==> config.mk <==
export PLATFORM = sky130hd
export DESIGN_NAME = rdp_datapath
export DESIGN_NICKNAME = d
export VERILOG_FILES = /design/src/rtl/rdp_pkg.sv /design/src/rtl/rdp_ctl_decode.sv /design/src/rtl/rdp_alu.sv /design/src/rtl/rdp_regs.sv /design/src/rtl/rdp_datapath.sv
export SDC_FILE = /design/constraint.sdc
export NUM_CORES = 1
export LEC_CHECK = 0
export BUFFER_PORTS_ARGS = -buffer_cell sky130_fd_sc_hd__buf_2
export CORE_ASPECT_RATIO = 1.2
export CORE_MARGIN = 2
export CORE_UTILIZATION = 57
export DETAILED_ROUTE_END_ITERATION = 10
export PLACE_DENSITY = 0.88
export SETUP_SLACK_MARGIN = 0.5
export SLEW_MARGIN = 40
export SYNTH_ARGS = -nofsm -noshare
export SYNTH_HDL_FRONTEND = slang
export SYNTH_HIERARCHICAL = 1
export SYNTH_SLANG_ARGS = --single-unit
==> constraint.sdc <==
create_clock -name clk -period 5.8 [get_ports clk]
set_clock_uncertainty 0.15 [all_clocks]
set_input_delay 0.58 -clock clk [delete_from_list [all_inputs] [get_ports clk]]
set_output_delay 0.58 -clock clk [all_outputs]
set_load 0.1 [all_outputs]
==> src/rtl/rdp_pkg.sv <==
package rdp_pkg;
    localparam int SEL_W = 3;
    localparam int OP_W  = 5;
    localparam int NREG  = (1 << SEL_W) - 1;
    localparam int CW_W  = 3 * SEL_W + OP_W;

    typedef enum logic [OP_W-1:0] {
        OP_TFR = 5'b00000,
        OP_INC = 5'b00001,
        OP_ADD = 5'b00010,
        OP_SUB = 5'b00101,
        OP_DEC = 5'b00110,
        OP_AND = 5'b01000,
        OP_OR  = 5'b01010,
        OP_XOR = 5'b01100,
        OP_NOT = 5'b01110,
        OP_SHR = 5'b10000,
        OP_SHL = 5'b11000
    } alu_op_e;

    typedef struct packed {
        logic [SEL_W-1:0] src_a;
        logic [SEL_W-1:0] src_b;
        logic [SEL_W-1:0] dst;
        logic [OP_W-1:0]  op;
    } ctl_word_t;
endpackage

==> src/rtl/rdp_ctl_decode.sv <==
module rdp_ctl_decode
    import rdp_pkg::*;
(
    input  logic [CW_W-1:0] cw,
    output ctl_word_t       fields,
    output logic [NREG-1:0] load_en
);
    assign fields = ctl_word_t'(cw);

    // one load line per register; code 0 matches none of them
    for (genvar g = 0; g < NREG; g++) begin : g_dec
        assign load_en[g] = (fields.dst == SEL_W'(g + 1));
    end
endmodule

==> src/rtl/rdp_alu.sv <==
module rdp_alu
    import rdp_pkg::*;
#(
    parameter int WIDTH = 8
) (
    input  logic [WIDTH-1:0] a,
    input  logic [WIDTH-1:0] b,
    input  logic [OP_W-1:0]  op,
    output logic [WIDTH-1:0] y
);
    localparam logic [WIDTH-1:0] ONE = WIDTH'(1);

    always_comb begin
        case (op)
            OP_TFR:  y = a;
            OP_INC:  y = a + ONE;
            OP_ADD:  y = a + b;
            OP_SUB:  y = a + ~b + ONE;
            OP_DEC:  y = a - ONE;
            OP_AND:  y = a & b;
            OP_OR:   y = a | b;
            OP_XOR:  y = a ^ b;
            OP_NOT:  y = ~a;
            OP_SHR:  y = {1'b0, a[WIDTH-1:1]};
            OP_SHL:  y = {a[WIDTH-2:0], 1'b0};
            default: y = a;
        endcase
    end
endmodule

==> src/rtl/rdp_regs.sv <==
module rdp_regs
    import rdp_pkg::*;
#(
    parameter int WIDTH = 8
) (
    input  logic                  clk,
    input  logic                  rst,
    input  logic [NREG-1:0]       load_en,
    input  logic [WIDTH-1:0]      wr_data,
    input  logic [SEL_W-1:0]      sel_a,
    input  logic [SEL_W-1:0]      sel_b,
    input  logic [WIDTH-1:0]      ext_in,
    output logic [WIDTH-1:0]      bus_a,
    output logic [WIDTH-1:0]      bus_b,
    output logic [NREG*WIDTH-1:0] regs_flat
);
    typedef struct packed {
        logic [NREG-1:0][WIDTH-1:0] r;
    } rf_t;

    rf_t st_d, st_q;

    always_comb begin
        st_d = st_q;
        for (int i = 0; i < NREG; i++) begin
            if (load_en[i]) st_d.r[i] = wr_data;
        end
        if (rst) st_d = '0;
    end

    always_ff @(posedge clk) begin
        st_q <= st_d;
    end

    // operand selection: code 0 keeps the external input
    always_comb begin
        bus_a = ext_in;
        bus_b = ext_in;
        for (int i = 0; i < NREG; i++) begin
            if (sel_a == SEL_W'(i + 1)) bus_a = st_q.r[i];
            if (sel_b == SEL_W'(i + 1)) bus_b = st_q.r[i];
        end
    end

    assign regs_flat = st_q;
endmodule

==> src/rtl/rdp_datapath.sv <==
module rdp_datapath
    import rdp_pkg::*;
#(
    parameter int WIDTH = 8
) (
    input  logic                  clk,
    input  logic                  rst,
    input  logic [CW_W-1:0]       ctrl_word,
    input  logic [WIDTH-1:0]      data_in,
    output logic [WIDTH-1:0]      result,
    output logic [NREG*WIDTH-1:0] reg_view
);
    ctl_word_t        fld;
    logic [NREG-1:0]  ld;
    logic [WIDTH-1:0] opa, opb;

    rdp_ctl_decode u_dec (
        .cw      (ctrl_word),
        .fields  (fld),
        .load_en (ld)
    );

    rdp_regs #(.WIDTH(WIDTH)) u_regs (
        .clk       (clk),
        .rst       (rst),
        .load_en   (ld),
        .wr_data   (result),
        .sel_a     (fld.src_a),
        .sel_b     (fld.src_b),
        .ext_in    (data_in),
        .bus_a     (opa),
        .bus_b     (opb),
        .regs_flat (reg_view)
    );

    rdp_alu #(.WIDTH(WIDTH)) u_alu (
        .a  (opa),
        .b  (opb),
        .op (fld.op),
        .y  (result)
    );
endmodule

==> out/results.tsv <==
metric	value	unit
status	completed	
Final Routed Wirelength	15.2	mm
hold crit path type	reg2reg	
CP Max Fanout	33	
vias in the first global route	4847	
relative slew slack	46.4	%
Logic pwr share	44.8	%
Hold Worst Slack	0.409	ns
Peak Freq	194	MHz
Hold Path Sink	u_regs/regs_flat[39]	
First-pass DRT Iterations	5	
Net Count, Synth	652	
Reg2Reg Launch Point	u_regs/regs_flat[49]	
PortBufs	87	
synth-to-layout area growth	10.8	%
TNS Setup	0	ns
horizontal die dimension	89	um
endpoints failing hold	0	
core area	8520	um^2
Nets	704	
setup bufs post-CTS	0	
CP Capture Type	output port	
GRT overflow	0	
GR Util All Layers	32.0	%
min-delay src	u_regs/regs_flat[39]	
DP HPWL	10.9	mm
Critical Path Start Type	input port	
Clock Path Buffers	2	
Design Area, Final	5470	um^2
Worst Tran Pin Value	0.804	ns
Rows	37	
post-synthesis instance area	4940	um^2
depth of the most critical reg-to-reg path	15	
Post-Layout Cell Count	764	
RSZ-0062 raised after global routing	yes	
CTS sink cnt	56	
io pins	88	
full die area	9430	um^2
Critical Path RT	5.07	ns
Die H	106	um
Final WS setup	0.657	ns
Clk pwr share	19.4	%
initial antenna violation count	0	
pre-CTS setup slack	0.577	ns
Ant. Diodes	0	
syn avg cell area	8.32	um^2
P_sw	533	uW
minimum clock period	5.14	ns
Pwr per Cell Area	212	nW/um^2
Yosys Warn Count	6	
share of layout cells above drive strength 1	20.7	%
sequential fraction of design power	35.8	%
Power Internal	630	uW
via count	5042	
WHS Path Cells	2	
largest net degree at the start of global routing	57	
Cells after Synth	594	
DR WL/cell	19.9	um
Root Buffer	clkbuf_8	
Routability Congestion	0.995	
CTS Hold Bufs	0	
max-cap violations	0	
peak supply drop	0.241	mV
RR Endpoint	u_regs/regs_flat[6]	
Worst-path clk slew	0.10	ns
WS Path Type	in2out	
antenna-violating nets left	0	
dpl cells	755	
DR iter-0 viols	594	
r2r setup slk	1.82	ns
worst-skew pair later-pin latency	0.33	ns
H-tree Lvls	2	
number of remaining DRC errors	0	
Pins Over Slew Limit	0	
vias per cell	6.60	
Placed Area	5350	um^2
Initial Utilization	58.0	%
Final period util	88.7	%
final setup fails	0	
TritonCTS Buffers	5	
CTS tree	done	
leak pwr	2.31	nW
global-route wire length before repair	23.7	mm
Sw Share	45.9	%
number of flip-flops in the largest register	56	
WP data arrival	4.41	ns
[cells in the final DEF (no fill, tap or decap), types with 4 or more instances in the layout]
cell type / instances
nand3_1: 4
nor2b_1: 20
clkbuf_8: 5
mux4_2: 9
o21ai_0: 22
xnor2_1: 10
a211oi_1: 8
o21ai_1: 11
o211ai_1: 10
inv_1: 24
or3_1: 5
ha_1: 32
a22o_1: 13
nor3_1: 5
buf_2: 81
buf_4: 8
mux2i_1: 76
nand2b_1: 9
nor2_1: 82
nand2_1: 32
a22oi_1: 6
o221ai_1: 7
clkbuf_4: 4
dfxtp_1: 56
a21oi_1: 26
[routing by layer]
layer,routed length [um],global-route usage (%),vias up
met5,0,0,-
met4,732,17.3,0
met3,1240,4.74,65
met2,7420,52.3,351
met1,5790,39.8,2373
li1,-,-,2253
[worst max-delay path: stages]
cell,delay (ns)
buf_2,0.45
nand2b_1,0.39
o211ai_1,0.19
a21oi_2,0.47
inv_2,0.12
ha_1,0.33
or2_1,0.25
a221oi_2,0.26
nor2_1,0.07
o21bai_1,0.15
xnor2_1,0.08
o211ai_1,0.63
buf_4,0.42
[worst max path at each step]
| stage | startpoint | endpoint | depth (start not counted) |
|---|---|---|---|
| 3_5_place_dp | ctrl_word[8] | result[6] | 16 |
| 6_report | ctrl_word[13] | result[5] | 13 |
| 4_1_cts | ctrl_word[8] | result[6] | 16 |
| 5_1_grt | ctrl_word[13] | result[5] | 13 |
| 3_3_place_gp | ctrl_word[8] | result[6] | 16 |
| 2_1_floorplan | ctrl_word[12] | result[5] | 15 |
[repair_timing]
item                                   in CTS  in global routing
endpoints found under the hold margin       0                  0
gates resized for setup                     0                 10
setup endpoints to repair                   0                  5
[layout make-up]
cell class	count	area (um^2)
flip-flops and latches	56	1120
clock buffers	5	68.8
inverters	27	101
fillers	720	3040
clock inverters	3	22.5
well taps	117	146
repair buffers	93	495
multi-input cells	463	3520
[power by group through the flow]
stage,logic [mW],clock network [mW],registers [mW]
after global routing,0.548,0.241,0.418
after floorplan,0.314,0,0.524
final,0.521,0.226,0.416
after detailed placement,0.506,0,0.424
after global placement,0.491,0,0.423
after CTS,0.508,0.227,0.415
[metrics by stage]
step                power [mW]  util, %
finish                    1.16     64.3
global route              1.21     64.3
CTS                       1.15     63.9
detailed placement       0.929     62.8
global placement         0.914     62.7
floorplan                0.838        -
Power figures use the tool's default switching activity.
